==> src/rtl/bridge_pkg.sv <==
package bridge_pkg;

   localparam logic [7:0] OP_SPI_WR  = 8'h10;
   localparam logic [7:0] OP_SPI_RD  = 8'h11;
   localparam logic [7:0] OP_SPI_END = 8'h12;
   localparam logic [7:0] OP_STATUS  = 8'h20;
   localparam logic [7:0] OP_CRC_CLR = 8'h21;
   localparam logic [7:0] OP_CRC_HI  = 8'h22;
   localparam logic [7:0] OP_CRC_LO  = 8'h23;
   localparam logic [7:0] OP_LOCK    = 8'h24;

   typedef enum logic [2:0] {
      MODE_NONE,
      MODE_SEND,
      MODE_RECV,
      MODE_STAT,
      MODE_CRC_HI,
      MODE_CRC_LO
   } mode_e;

   typedef enum logic {
      ST_IDLE,
      ST_WAIT
   } state_e;

endpackage

==> src/rtl/unlock_match.sv <==
module unlock_match #(
   parameter int          KEY_LEN = 5,
   parameter logic [8*KEY_LEN-1:0] KEY = 40'h4D53544152
) (
   input  logic       clk,
   input  logic       rst_n,
   input  logic       clr,
   input  logic       byte_valid,
   input  logic [7:0] byte_in,
   output logic       hit,
   output logic       complete
);
   localparam int IW = $clog2(KEY_LEN + 1);

   logic [7:0]    key_b [KEY_LEN];
   logic [IW-1:0] idx_q;

   for (genvar g = 0; g < KEY_LEN; g++) begin : g_key
      assign key_b[g] = KEY[8*(KEY_LEN-1-g) +: 8];
   end

   always_comb begin
      hit = 1'b0;
      for (int i = 0; i < KEY_LEN; i++) begin
         if (idx_q == IW'(i) && byte_in == key_b[i]) hit = 1'b1;
      end
   end

   assign complete = (idx_q == IW'(KEY_LEN));

   always_ff @(posedge clk) begin
      if (!rst_n || clr) idx_q <= '0;
      else if (byte_valid) idx_q <= hit ? idx_q + 1'b1 : '0;
   end

endmodule

==> src/rtl/crc_byte_step.sv <==
module crc_byte_step #(
   parameter int             CRC_W = 16,
   parameter logic [CRC_W-1:0] POLY = 16'h8005
) (
   input  logic [CRC_W-1:0] crc_in,
   input  logic [7:0]       data,
   output logic [CRC_W-1:0] crc_out
);
   logic [CRC_W-1:0] stage [9];

   assign stage[0] = crc_in;

   for (genvar g = 0; g < 8; g++) begin : g_bit
      logic fb;
      assign fb = stage[g][CRC_W-1] ^ data[7-g];
      assign stage[g+1] = {stage[g][CRC_W-2:0], 1'b0} ^ (fb ? POLY : '0);
   end

   assign crc_out = stage[8];

endmodule

==> src/rtl/spi_byte_shift.sv <==
module spi_byte_shift #(
   parameter int HALF_DIV = 2
) (
   input  logic       clk,
   input  logic       rst_n,
   input  logic       go,
   input  logic [7:0] tx_byte,
   input  logic       miso,
   output logic       sck,
   output logic       mosi,
   output logic       shift_busy,
   output logic       done,
   output logic [7:0] rx_byte
);
   localparam int DW = (HALF_DIV > 1) ? $clog2(HALF_DIV) : 1;

   logic [DW-1:0] div_q;
   logic [2:0]    bit_q;
   logic [7:0]    sh_q;
   logic          tick;

   assign tick = (div_q == DW'(HALF_DIV - 1));
   assign mosi = sh_q[7];

   always_ff @(posedge clk) begin
      if (!rst_n) begin
         div_q      <= '0;
         bit_q      <= '0;
         sh_q       <= '0;
         sck        <= 1'b0;
         shift_busy <= 1'b0;
         done       <= 1'b0;
         rx_byte    <= '0;
      end else begin
         done <= 1'b0;
         if (!shift_busy) begin
            if (go) begin
               sh_q       <= tx_byte;
               bit_q      <= '0;
               div_q      <= '0;
               sck        <= 1'b0;
               shift_busy <= 1'b1;
            end
         end else if (!tick) begin
            div_q <= div_q + 1'b1;
         end else begin
            div_q <= '0;
            if (!sck) begin
               sck     <= 1'b1;
               rx_byte <= {rx_byte[6:0], miso};
            end else begin
               sck <= 1'b0;
               if (bit_q == 3'd7) begin
                  shift_busy <= 1'b0;
                  done       <= 1'b1;
               end else begin
                  bit_q <= bit_q + 1'b1;
                  sh_q  <= {sh_q[6:0], 1'b0};
               end
            end
         end
      end
   end

endmodule

==> src/rtl/i2c_spi_bridge.sv <==
module i2c_spi_bridge
   import bridge_pkg::*;
#(
   parameter int          HALF_DIV  = 2,
   parameter int          KEY_LEN   = 5,
   parameter logic [8*KEY_LEN-1:0] KEY = 40'h4D53544152,
   parameter int          CRC_W     = 16,
   parameter logic [CRC_W-1:0] CRC_POLY = 16'h8005,
   parameter logic [CRC_W-1:0] CRC_INIT = 16'hFFFF,
   parameter logic [7:0]  FILL_BYTE = 8'h00,
   parameter logic [7:0]  IDLE_BYTE = 8'hFF
) (
   input  logic       clk,
   input  logic       rst_n,
   input  logic       i2c_start,
   input  logic       i2c_stop,
   input  logic       wr_valid,
   input  logic [7:0] wr_data,
   input  logic       rd_req,
   output logic       resp_valid,
   output logic       resp_ack,
   output logic [7:0] resp_data,
   output logic       busy,
   output logic       spi_cs_n,
   output logic       spi_sck,
   output logic       spi_mosi,
   input  logic       spi_miso
);
   if (HALF_DIV < 1) begin : g_bad_div
      $error("HALF_DIV must be at least 1");
   end
   if (KEY_LEN < 1) begin : g_bad_key
      $error("KEY_LEN must be at least 1");
   end
   if (CRC_W < 9 || CRC_W > 16) begin : g_bad_crc
      $error("CRC_W must lie in 9..16 for two byte readout");
   end

   state_e           state_q;
   mode_e            mode_q;
   logic             active, first_q, wait_rd_q, spi_go;
   logic [7:0]       tx_q, spi_rx, crc_feed, status_b;
   logic [CRC_W-1:0] crc_q, crc_next;
   logic             spi_done, shift_busy, key_hit, key_done;
   logic             idle_ev, wr_ev, key_clr, crc_clr;

   assign busy     = (state_q == ST_WAIT);
   assign idle_ev  = (state_q == ST_IDLE);
   assign wr_ev    = idle_ev && !i2c_start && !i2c_stop && wr_valid;
   assign key_clr  = idle_ev && (i2c_start || i2c_stop);
   assign crc_clr  = wr_ev && active && first_q && (wr_data == OP_CRC_CLR);
   assign crc_feed = wait_rd_q ? spi_rx : tx_q;
   assign status_b = {1'b1, 6'b0, ~spi_cs_n};

   unlock_match #(.KEY_LEN(KEY_LEN), .KEY(KEY)) u_key (
      .clk(clk), .rst_n(rst_n), .clr(key_clr),
      .byte_valid(wr_ev && !active), .byte_in(wr_data),
      .hit(key_hit), .complete(key_done)
   );

   crc_byte_step #(.CRC_W(CRC_W), .POLY(CRC_POLY)) u_crc (
      .crc_in(crc_q), .data(crc_feed), .crc_out(crc_next)
   );

   spi_byte_shift #(.HALF_DIV(HALF_DIV)) u_spi (
      .clk(clk), .rst_n(rst_n), .go(spi_go), .tx_byte(tx_q),
      .miso(spi_miso), .sck(spi_sck), .mosi(spi_mosi),
      .shift_busy(shift_busy), .done(spi_done), .rx_byte(spi_rx)
   );

   always_ff @(posedge clk) begin
      if (!rst_n) begin
         state_q    <= ST_IDLE;
         mode_q     <= MODE_NONE;
         active     <= 1'b0;
         first_q    <= 1'b1;
         wait_rd_q  <= 1'b0;
         spi_go     <= 1'b0;
         tx_q       <= '0;
         spi_cs_n   <= 1'b1;
         resp_valid <= 1'b0;
         resp_ack   <= 1'b0;
         resp_data  <= IDLE_BYTE;
         crc_q      <= CRC_INIT;
      end else begin
         resp_valid <= 1'b0;
         spi_go     <= 1'b0;
         if (crc_clr) crc_q <= CRC_INIT;
         else if (spi_done) crc_q <= crc_next;

         if (state_q == ST_WAIT) begin
            if (spi_done) begin
               resp_valid <= 1'b1;
               resp_ack   <= 1'b1;
               resp_data  <= wait_rd_q ? spi_rx : IDLE_BYTE;
               state_q    <= ST_IDLE;
            end
         end else if (i2c_start) begin
            first_q <= 1'b1;
         end else if (i2c_stop) begin
            first_q <= 1'b1;
            mode_q  <= MODE_NONE;
            if (!active && key_done) active <= 1'b1;
         end else if (wr_valid) begin
            resp_valid <= 1'b1;
            resp_ack   <= 1'b0;
            if (!active) begin
               resp_ack <= key_hit;
            end else if (first_q) begin
               first_q  <= 1'b0;
               resp_ack <= 1'b1;
               case (wr_data)
                  OP_SPI_WR:  begin spi_cs_n <= 1'b0; mode_q <= MODE_SEND; end
                  OP_SPI_RD:  begin spi_cs_n <= 1'b0; mode_q <= MODE_RECV; end
                  OP_SPI_END: begin spi_cs_n <= 1'b1; mode_q <= MODE_NONE; end
                  OP_STATUS:  mode_q <= MODE_STAT;
                  OP_CRC_CLR: mode_q <= MODE_NONE;
                  OP_CRC_HI:  mode_q <= MODE_CRC_HI;
                  OP_CRC_LO:  mode_q <= MODE_CRC_LO;
                  OP_LOCK: begin
                     active   <= 1'b0;
                     spi_cs_n <= 1'b1;
                     mode_q   <= MODE_NONE;
                  end
                  default: begin resp_ack <= 1'b0; mode_q <= MODE_NONE; end
               endcase
            end else if (mode_q == MODE_SEND) begin
               resp_valid <= 1'b0;
               spi_go     <= 1'b1;
               tx_q       <= wr_data;
               wait_rd_q  <= 1'b0;
               state_q    <= ST_WAIT;
            end
         end else if (rd_req) begin
            if (active && mode_q == MODE_RECV) begin
               spi_go    <= 1'b1;
               tx_q      <= FILL_BYTE;
               wait_rd_q <= 1'b1;
               state_q   <= ST_WAIT;
            end else begin
               resp_valid <= 1'b1;
               resp_ack   <= 1'b1;
               if (!active) resp_data <= IDLE_BYTE;
               else begin
                  case (mode_q)
                     MODE_STAT:   resp_data <= status_b;
                     MODE_CRC_HI: resp_data <= crc_q[CRC_W-1 -: 8];
                     MODE_CRC_LO: resp_data <= crc_q[7:0];
                     default:     resp_data <= IDLE_BYTE;
                  endcase
               end
            end
         end
      end
   end

endmodule

==> config.mk <==
export PLATFORM = sky130hd
export DESIGN_NAME = i2c_spi_bridge
export DESIGN_NICKNAME = d
export VERILOG_FILES = /design/src/rtl/bridge_pkg.sv /design/src/rtl/unlock_match.sv /design/src/rtl/crc_byte_step.sv /design/src/rtl/spi_byte_shift.sv /design/src/rtl/i2c_spi_bridge.sv
export SDC_FILE = /design/constraint.sdc
export NUM_CORES = 1
export LEC_CHECK = 0
export BUFFER_PORTS_ARGS = -buffer_cell sky130_fd_sc_hd__buf_2
export CORE_ASPECT_RATIO = 1.1
export CORE_MARGIN = 10
export CORE_UTILIZATION = 25
export CTS_CLUSTER_DIAMETER = 120
export CTS_CLUSTER_SIZE = 40
export DETAILED_ROUTE_END_ITERATION = 8
export SLEW_MARGIN = 20
export SYNTH_ARGS = -nofsm -noshare
export SYNTH_HDL_FRONTEND = slang
export SYNTH_SLANG_ARGS = --single-unit
==> constraint.sdc <==
create_clock -name clk -period 3.2 [get_ports clk]
set_clock_uncertainty 0.2 [all_clocks]
set_input_delay 0.96 -clock clk [delete_from_list [all_inputs] [get_ports clk]]
set_output_delay 0.96 -clock clk [all_outputs]
set_load 0.02 [all_outputs]
==> out/metrics.cfg, run 1 <==
[outcome]
outcome=finished, final reports clean

[power]
power.switching_mw=0.4509
p_leak_nw=1.547
internal-power_mw=1.501
sw_frac_of_total=0.2310
power_density_nw_per_um2=477.5
power_frac_clock=0.518
combPwrFrac=0.039
seqPwrFrac=0.444
irDropWorstVdd_mv=0.2565

[min_path]
hold_class=register to register

[layout]
final_common_cell=dfxtp_1
fill_cells=1405
drive_gt1_frac=0.1526
nets=443
diodes=0
syn_to_final_growth_pct=18.42
stdcell_area_um2=4086
final_cell_mix=dfxtp_1, nor2_1, nand2_1

[cts]
ctsHtreeMaxLevel=3
cts_max_path_buffers=2
worstSkewPairLatency_ps=330
numCtsBuffers=9
post_cts_buffers=0
cts_resized=0
cts_hold_buf=0
cts_root_buf=clkbuf_16
clk_pin_slew_ps=60
clkSinkCount=69
cts_tree=yes

[sta]
hold_viol=0
setup_viol=0
whs_ps=255.9
setup_tns_ps=0
rsz0062_at_grt=false
slew_headroom=0.5128
worstMarginPinSlew_ps=729.3
fin_crit_sh=0.8262
final-max-slew-violation-count=0
fin_crit_ps=2644
fmax_mhz=378.2

[logic_synthesis]
synth-warning-count=0
synth_top_cells_by_area=dfxtp_1, mux2i_1, nor2_1
synth_area_um2=3451
synth_edf_count=0
synth_top_area_frac=0.4003
postSynthCellCount=397
yosysSeqAreaShare=0.4003
ys_seq_elements=69
synth_nets=419
synth_area_per_cell_um2=8.692
ys_async_sr_fraction=0
yosys.cell_types.count=52
yosysTopAreaCell=dfxtp_1
synthFlopType=dfxtp_1

[setup_path]
arrival_ps=2720
end_kind=register
critical_path.startpoint=wait_rd_q
crit_fanout=10
r2r-start=wait_rd_q
cp-start-kind=register
r2r_end=crc_q[15]
critPathRequiredTime_ps=3270
crit_end=crc_q[15]
r2r_slack_ps=560
reg2reg_depth=6
critPathKind=register to register

[drt]
routedWlPerCell_um=13.72
first_iter_violations=161
viasPerCell=4.677
dr.pass1.iters=4
dr_total_vias=2853
drt-total-wl_um=8368
ant_nets=0
remaining_drc_errors=0

[placed_design]
finalWeightedCongestion=0.8515
dpl_cell_area_um2=3780
dp_hpwl_um=6177
portBuffers=28

[floorplanning]
io_pins=29
rows=44
die_w_um=132.0
die_y_um=143.2
dieArea_um2=18910
core_um2=13380
start_util=0.2579

[global_routing]
grt.total_usage=0.08914
overflow=0
grt_pass1_wl_um=13860
antenna_found_initial=0
grt_pass1_vias=2844
grt_max_degree=39

[run]
drv_cap=0

worst min-delay path by stage:
| stage | depth (start not counted) | slack [ps] | end | startpoint |
|---|---|---|---|---|
| after floorplan | 2 | 230 | u_spi.sh_q[0] | u_spi.sh_q[0] |
| after global placement | 2 | 250 | u_spi.sh_q[0] | u_spi.sh_q[0] |
| after CTS | 2 | 250 | u_spi.sh_q[0] | u_spi.sh_q[0] |
| after global routing | 2 | 290 | u_spi.sh_q[0] | u_spi.sh_q[0] |
| after detailed placement | 2 | 250 | u_spi.sh_q[0] | u_spi.sh_q[0] |
| final | 2 | 260 | u_spi.sh_q[0] | u_spi.sh_q[0] |
power by group through the flow:
stage	sequential, mW	combinational, mW	clock [mW]
after floorplan	0.890	0.0373	0
after global placement	0.884	0.0753	0
after detailed placement	0.885	0.0757	0
after CTS	0.866	0.0760	1.03
after global routing	0.866	0.0828	1.07
final	0.866	0.0753	1.01
metal layers:
| layer | routed length (µm) | part of all wire | vias up | global-route usage |
|---|---|---|---|---|
| met3 | 291 | 0.035 | 9 | 0.02947 |
| li1 | - | - | 1458 | - |
| met2 | 4106 | 0.49 | 44 | 0.1555 |
| met1 | 3832 | 0.46 | 1342 | 0.09897 |
| met4 | 137 | 0.016 | 0 | 0.03398 |
| met5 | 0 | 0 | - | 0 |
worst max-delay path, stage by stage (launching register included):
cell      delay, ps
dfxtp_1         640
mux2i_1         360
xnor2_2         190
xnor3_1         450
xnor3_2         280
xnor3_1         360
o21bai_2        110
synth_stat cells (2+ instances only):
| library cell | number |
|---|---|
| dfxtp_1 | 69 |
| nor2_1 | 50 |
| nand2_1 | 48 |
| a21oi_1 | 30 |
| mux2i_1 | 30 |
| clkbuf_1 | 17 |
| o21ai_0 | 16 |
| xnor2_1 | 15 |
| inv_1 | 14 |
| nand3_1 | 13 |
| a211oi_1 | 8 |
| o311ai_0 | 8 |
| ha_1 | 7 |
| mux2_2 | 7 |
| a22oi_1 | 4 |
| or3_1 | 4 |
| a31oi_1 | 3 |
| a41oi_1 | 3 |
| buf_1 | 3 |
| nand2b_1 | 3 |
| nor2b_1 | 3 |
| nor3_1 | 3 |
| nor3b_1 | 3 |
| a21o_1 | 2 |
| nand3b_1 | 2 |
| nand4b_1 | 2 |
| nor4b_1 | 2 |
| o21ai_1 | 2 |
| xnor2_2 | 2 |
| xnor3_1 | 2 |
cell type report:
class	count	area, µm²	share of cell area
Multi-Input combinational cell	293	1931	0.4724
Sequential cell	69	1381	0.3380
Tap cell	184	230.2	0.05634
Clock buffer	9	225.2	0.05511
Timing Repair Buffer	34	185.2	0.04532
Clock inverter	7	81.33	0.01990
Inverter	14	52.55	0.01286
logic make-up (layout without fill, tap and decap cells):
kind of cell    Yosys count  after routing  synth area share
mux                      37             37            0.1099
flops                    69             69            0.4003
xor+xnor                 21             21           0.06998
compound gates           89             89            0.1679
fa+ha+maj                 7              7           0.02538
simple gates            139            139            0.1864
buf+inv                  35             64           0.04025
stage by stage:
stage	total power, mW	worst slack, ps	instances	util
5_1_grt	2.020	439.8	610	0.3055
2_1_floorplan	0.9278	487.6	397	-
6_report	1.951	556.2	610	0.3055
3_3_place_gp	0.9598	308.1	594	0.2825
4_1_cts	1.968	547.1	610	0.3055
3_5_place_dp	0.9605	261.2	594	0.2825
registers in the layout, summed over array words and instances (netlist names):
register          flops
active                1
u_spi.div_q           1
u_spi.bit_q           3
first_q               1
u_key.idx_q           3
u_spi.shift_busy      1
crc_q                16
wait_rd_q             1
resp_valid            1
u_spi.sck             1
spi_go                1
spi_cs_n              1
resp_ack              1
u_spi.rx_byte         8
busy                  1
tx_q                  8
resp_data             8
u_spi.done            1
mode_q                3
u_spi.sh_q            8
No activity file was read; power rests on OpenSTA's default activity.
==> run 2, diff against run 1 <==
--- a/config.mk
+++ b/config.mk
@@ -5,6 +5,7 @@
 export SDC_FILE = /design/constraint.sdc
 export NUM_CORES = 1
 export LEC_CHECK = 0
+export ABC_AREA = 1
 export BUFFER_PORTS_ARGS = -buffer_cell sky130_fd_sc_hd__buf_2
 export CORE_ASPECT_RATIO = 1.1
 export CORE_MARGIN = 10
==> constraint.sdc (replaced) <==
create_clock -name clk -period 2.15 [get_ports clk]
set_clock_uncertainty 0.2 [all_clocks]
set_input_delay 0.645 -clock clk [delete_from_list [all_inputs] [get_ports clk]]
set_output_delay 0.645 -clock clk [all_outputs]
set_load 0.02 [all_outputs]
==> run 2 against run 1 <==
Flip-flop and latch count did not move. Area after synthesis increased by 7.6%. Total power increased by 49%. Sequential share of layout area decreased by 3.8 points. Critical path depth grew 9. Global-route usage up 1.4 points. Critical path type unchanged.
==> out/metrics.cfg, run 2 <==
[floorplanning]
core_um2=14500  ; +8.4%
die_y_um=147.8  ; +3.2%
dieArea_um2=20130  ; +6.5%
io_pins=29  ; unchanged
start_util=0.2560  ; -0.001998
die_w_um=136.2  ; +3.2%
rows=46  ; +4.5%

[sta]
rsz0062_at_grt=true
setup_viol=0  ; unchanged
slew_headroom=0.6192  ; +0.1065
setup_tns_ps=0  ; unchanged
fin_crit_sh=0.9582  ; +0.1321
fin_crit_ps=2060  ; -583.6 ps
fin_ws_ps=89.81  ; -466.4 ps
hold_viol=0  ; unchanged
whs_ps=267.9  ; +12.01 ps
fmax_mhz=485.4  ; +28%
final-max-slew-violation-count=0  ; unchanged
worstMarginPinSlew_ps=568.6  ; -160.7 ps

[drt]
dr_total_vias=3547  ; +24%
dr.pass1.iters=5  ; +1
first_iter_violations=221  ; +37%
viasPerCell=4.655  ; -0.47%
routedWlPerCell_um=13.29  ; -3.1%
ant_nets=0  ; unchanged
drt-total-wl_um=10130  ; +21%
remaining_drc_errors=0  ; unchanged

[global_routing]
grt_max_degree=22  ; -44%
antenna_found_initial=0  ; unchanged
grt_pass1_wl_um=16700  ; +21%
overflow=0  ; unchanged
grt.total_usage=0.1028  ; +0.01367
grt_pass1_vias=3373  ; +19%

[placed_design]
dp_hpwl_um=7719  ; +25%
place_worst_setup_slack_ps=-59.27  ; -320.5 ps
finalWeightedCongestion=0.9074  ; +6.6%
portBuffers=28  ; unchanged
placed_cells=742  ; +25%
dpl_cell_area_um2=4235  ; +12%

[layout]
final_cell_mix=nand2_1, dfxtp_1, inv_1
nets=587  ; +33%
fin_util=0.3175  ; +0.01209
fill_cells=1614  ; +15%
ff_latch_area_um2=1383  ; about the same
instances_no_fill=762  ; +25%
multi_input_area_um2=1989  ; +3.0%
largest_reg_flops=16  ; unchanged
drive_gt1_frac=0.2298  ; +0.07724
syn_to_final_growth_pct=24.06
top_register=crc_q
diodes=0  ; unchanged
stdcell_area_um2=4606  ; +13%
final_common_cell=nand2_1

[cts]
cts_tree=yes
ctsHtreeMaxLevel=3  ; unchanged
clk_pin_slew_ps=60  ; about the same
worstSkewPairLatency_ps=340  ; about the same
cts_hold_buf=0  ; unchanged
cts_max_path_buffers=2  ; unchanged
cts_root_buf=clkbuf_16
clkSinkCount=69  ; unchanged
numCtsBuffers=9  ; unchanged

[logic_synthesis]
synth-compound-area-share=0.2127  ; +0.04480
yosysTopAreaCell=dfxtp_1
synth_nets=529  ; +26%
synth_top_family_by_area=simple AND/OR/NAND/NOR gates
yosys.cell_types.count=46  ; -12%
synth_xor_area_frac=0.01348  ; -0.05650
yosysMostFrequentCell=nand2_1
synth-warning-count=0  ; unchanged
synth_commonest_cells=nand2_1, dfxtp_1, inv_1
synth_area_um2=3712  ; +7.6%
ys_async_sr_fraction=0  ; unchanged
synth_mux_area_frac=0  ; -0.1099
ys_seq_elements=69  ; unchanged
synth_top_area_frac=0.3721  ; -0.02820
synth_edf_count=0  ; unchanged
synthFlopType=dfxtp_1
yosys.area_share.simple=0.2740  ; +0.08765
postSynthCellCount=507  ; +28%
synth_area_per_cell_um2=7.322  ; -16%
synth-adder-area-share=0.02359  ; -0.001788
yosysSeqAreaShare=0.3721  ; -0.02820
synth_top_cells_by_area=dfxtp_1, nand2_1, nand3_1

[power]
irDropWorstVdd_mv=0.3456  ; +35%
p_leak_nw=2.028  ; +31%
combPwrFrac=0.054  ; +0.015
power.switching_mw=0.6733  ; +49%
internal-power_mw=2.238  ; +49%
sw_frac_of_total=0.2312  ; about the same
seqPwrFrac=0.447  ; +0.003
power_density_nw_per_um2=632.2  ; +32%
power_frac_clock=0.499  ; -0.019
total_power_mw=2.912  ; +49%

[setup_path]
critPathKind=register to register
cp_cell_sequence=buf_12, buf_4, o21ai_4, xor2_2, inv_1, nand2_1, nand2_2, nand3_1, nand2_2, nand2_2, nand2_2, nand2_1, nand2_1, nand2_1, nand2_1
end_kind=register
crit_fanout=14  ; +4
critPathRequiredTime_ps=2190  ; -1080 ps
slowest_delay_ps=330  ; -310 ps
cp-start-kind=register
slowest_stage=dfxtp_2
path_delay_family=simple AND/OR/NAND/NOR gates
crit_buf_inv=3  ; +3
path_common_cell=nand2_1
arrival_ps=2100  ; -620 ps

[run]
drv_cap=0  ; unchanged

[outcome]
outcome=finished, final reports clean

[min_path]
hold_class=register to register

==> run 2: cell types whose count changed after synthesis, sizes merged, moves of 14 or more <==
| cell | change |
|---|---|
| o211ai | +14 |
| mux2i | -30 |
| nand3 | +35 |
| nand2 | +75 |
| inv | +50 |
| nor2 | -14 |
| xnor2 | -16 |
| o21ai | +23 |
==> run 2: timing repair <==
action	in CTS	in global routing
setup endpoints to repair	0	5
resized for setup	0	15
buffers inserted	0	4
==> run 2: layout make-up <==
class | instances | share of cell area
clock inverter | 7 | 0.01440
multi-input combinational | 353 | 0.4319
timing repair buffer | 65 | 0.09617
tap | 192 | 0.05216
clock buffer | 9 | 0.04890
inverter | 67 | 0.05623
sequential | 69 | 0.3002
==> run 2: kinds of logic (layout without fill, tap and decap cells) <==
logic type | Yosys count | count (layout)
compound gates | 119 | 119
fa+ha+maj | 7 | 7
buf+inv | 85 | 148
simple gates | 223 | 223
flops | 69 | 69
xor+xnor | 4 | 4
==> run 2: metal layers <==
| layer | track usage | wire length (µm) | up-vias |
|---|---|---|---|
| met5 | 0 | 0 | - |
| met4 | 0.03945 | 206 | 0 |
| met3 | 0.03085 | 511 | 20 |
| met2 | 0.1632 | 4765 | 82 |
| met1 | 0.1273 | 4643 | 1614 |
| li1 | - | - | 1831 |
==> run 2: final timing paths <==
check                       from             end  slack (ps)  cells after the start
setup / recovery       wait_rd_q       crc_q[15]          90                     15
hold / removal    u_spi.bit_q[2]  u_spi.bit_q[2]         270                      2
setup reg to reg       wait_rd_q       crc_q[15]          90                     15
hold reg to reg   u_spi.bit_q[2]  u_spi.bit_q[2]         270                      2
==> run 2: power groups by stage <==
stage | logic [mW] | clock network (mW) | registers (mW)
after detailed placement | 0.158 | 0 | 1.33
after global routing | 0.174 | 1.55 | 1.30
final | 0.157 | 1.45 | 1.30
after floorplan | 0.0736 | 0 | 1.34
after CTS | 0.159 | 1.49 | 1.30
after global placement | 0.157 | 0 | 1.33
==> run 2: tightest hold or removal path: stages, from the launching register on <==
cell     delay (ps)
dfxtp_1         310
nand2_1          60
a21oi_1          50
==> run 3, diff against run 2 <==
--- a/config.mk
+++ b/config.mk
@@ -13,6 +13,7 @@
 export CTS_CLUSTER_DIAMETER = 120
 export CTS_CLUSTER_SIZE = 40
 export DETAILED_ROUTE_END_ITERATION = 8
+export PLACE_DENSITY = 0.46
 export SLEW_MARGIN = 20
 export SYNTH_ARGS = -nofsm -noshare
 export SYNTH_HDL_FRONTEND = slang
==> run 3 against run 2 <==
Design area about the same. Sequential share of layout area about the same. Global-route usage up 0.62 points. Non-clock buffer count down 3. Flip-flop and latch count unchanged. Sequential power about the same. Combinational power down 3%. Critical path type unchanged.
==> out/metrics.cfg, run 3 (same netlist as run 2, synthesis figures left out) <==
[outcome]
outcome=finished, final reports clean

[global_routing]
grt_max_degree=33  ; +50%
overflow=0  ; unchanged
antenna_found_initial=0  ; unchanged
grt_pass1_vias=3481  ; +3.2%
grt.total_usage=0.1090  ; +0.006183
grt_pass1_wl_um=17710  ; +6.0%

[setup_path]
reg2reg_depth=18  ; +3
cp-start-kind=register
critPathKind=register to register
critPathRequiredTime_ps=2170  ; -20 ps
path_common_cell=nand2_2
crit_fanout=13  ; -1
slowest_stage=dfxtp_2
cp_cell_sequence=buf_12, buf_4, nand2_4, nand3_2, nand2_2, nand2_2, nand3b_1, nand2_1, nand2_2, nand2_2, nand2_2, nand2_2, nand2_2, nand2_2, nand2_1, nand2_1, nand2_1, nand2_1
arrival_ps=2070  ; -30 ps
slowest_delay_ps=330  ; about the same
end_kind=register

[layout]
final_cell_mix=nand2_1, dfxtp_1, inv_1
nets=584  ; -0.51%
fill_cells=1578  ; -2.2%
final_common_cell=nand2_1
top_register=crc_q
drive_gt1_frac=0.2293  ; -0.0005477
largest_reg_flops=16  ; unchanged
syn_to_final_growth_pct=24.13  ; about the same
stdcell_area_um2=4608  ; about the same
diodes=0  ; unchanged
fin_util=0.3177  ; about the same

[sta]
fin_crit_sh=0.9536  ; -0.004634
slew_headroom=0.7137  ; +0.09442
final-max-slew-violation-count=0  ; unchanged
hold_viol=0  ; unchanged
worstMarginPinSlew_ps=425.0  ; -143.6 ps
fmax_mhz=487.8  ; +0.49%
setup_tns_ps=0  ; unchanged
fin_crit_ps=2050  ; -9.963 ps
rsz0062_at_grt=true
setup_viol=0  ; unchanged

[cts]
numCtsBuffers=9  ; unchanged
clkSinkCount=69  ; unchanged
worstSkewPairLatency_ps=330  ; about the same
cts_root_buf=clkbuf_16
cts_hold_buf=0  ; unchanged
cts_tree=yes
clk_pin_slew_ps=60  ; about the same
ctsHtreeMaxLevel=3  ; unchanged
cts_max_path_buffers=2  ; unchanged

[floorplanning]
die_y_um=147.8  ; unchanged
dieArea_um2=20130  ; unchanged
io_pins=29  ; unchanged
start_util=0.2560  ; unchanged
core_um2=14500  ; unchanged
rows=46  ; unchanged
die_w_um=136.2  ; unchanged

[drt]
dr_total_vias=3604  ; +1.6%
first_iter_violations=249  ; +13%
viasPerCell=4.748  ; +2.0%
drt-total-wl_um=10840  ; +7.1%
remaining_drc_errors=0  ; unchanged
dr.pass1.iters=5  ; unchanged
ant_nets=0  ; unchanged
routedWlPerCell_um=14.28  ; +7.5%

[power]
combPwrFrac=0.051  ; -0.003
total_power_mw=2.997  ; +2.9%
seqPwrFrac=0.433  ; -0.014
irDropWorstVdd_mv=0.2915  ; -16%
sw_frac_of_total=0.2380  ; +0.006787
internal-power_mw=2.284  ; +2.0%
power_frac_clock=0.516  ; +0.017
p_leak_nw=2.026  ; about the same
power.switching_mw=0.7133  ; +5.9%
power_density_nw_per_um2=650.4  ; +2.9%

[placed_design]
portBuffers=28  ; unchanged
dp_hpwl_um=8193  ; +6.1%
finalWeightedCongestion=0.9081  ; about the same
dpl_cell_area_um2=4205  ; -0.71%

[min_path]
hold_class=register to register
min_path_cells=2  ; unchanged

[run]
drv_cap=0  ; unchanged

## run 3: changes by cell type in the layout (fill, tap and decap cells not counted), sizes merged
cell / previous run / this run
clkinvlp: 1 / 0
clkinv: 8 / 6
clkbuf: 9 / 10
inv: 64 / 66
buf: 65 / 62
## run 3: layout make-up
cell class | instances | area [µm²] | share of cell area
multi-input cells | 353 | 1997 | 0.4333
flip-flops and latches | 69 | 1383 | 0.3000
repair buffers | 62 | 420.4 | 0.09123
inverters | 67 | 259.0 | 0.05620
well taps | 192 | 240.2 | 0.05213
clock buffers | 10 | 239.0 | 0.05186
clock inverters | 6 | 70.07 | 0.01520
## run 3: power by group through the flow
stage / registers (mW) / clock network (mW) / logic, mW
2_1_floorplan: 1.34 / 0 / 0.0736
3_3_place_gp: 1.33 / 0 / 0.151
3_5_place_dp: 1.33 / 0 / 0.152
4_1_cts: 1.30 / 1.57 / 0.153
5_1_grt: 1.30 / 1.63 / 0.170
6_report: 1.30 / 1.55 / 0.152
## run 3: repair_timing
item	CTS	global route
setup buffers	0	5
setup endpoints to repair	0	3
resized for setup	0	17
endpoints found under the hold margin	0	0
## run 3: metal layers
| metal | GRT usage | wire, µm | vias up |
|---|---|---|---|
| li1 | - | - | 1825 |
| met1 | 0.1351 | 5079 | 1704 |
| met2 | 0.1834 | 5305 | 60 |
| met3 | 0.02305 | 303 | 15 |
| met4 | 0.03358 | 155 | 0 |
| met5 | 0 | 0 | - |
## run 3: through the flow
| step | hold slack, ps | cells | setup WS [ps] |
|---|---|---|---|
| 2_1_floorplan | 240.6 | 507 | 154.2 |
| 3_3_place_gp | 250.6 | 738 | -55.04 |
| 3_5_place_dp | 253.1 | 738 | -68.47 |
| 4_1_cts | 270.1 | 754 | 18.94 |
| 5_1_grt | 293.0 | 759 | -50.60 |
| 6_report | 265.2 | 759 | 99.77 |
## run 3: critical path: cells and delay by family (launching register included)
family / cells / cell delay, ps
buffers and inverters: 2 / 280
and+or+nand+nor: 16 / 1130
DFF: 1 / 330
## run 3: final timing paths
check	from	end	slack, ps
worst min register to register	u_spi.bit_q[1]	u_spi.bit_q[1]	270
worst max-delay path	wait_rd_q	crc_q[15]	100
worst max register to register	wait_rd_q	crc_q[15]	100
worst min-delay path	u_spi.bit_q[1]	u_spi.bit_q[1]	270
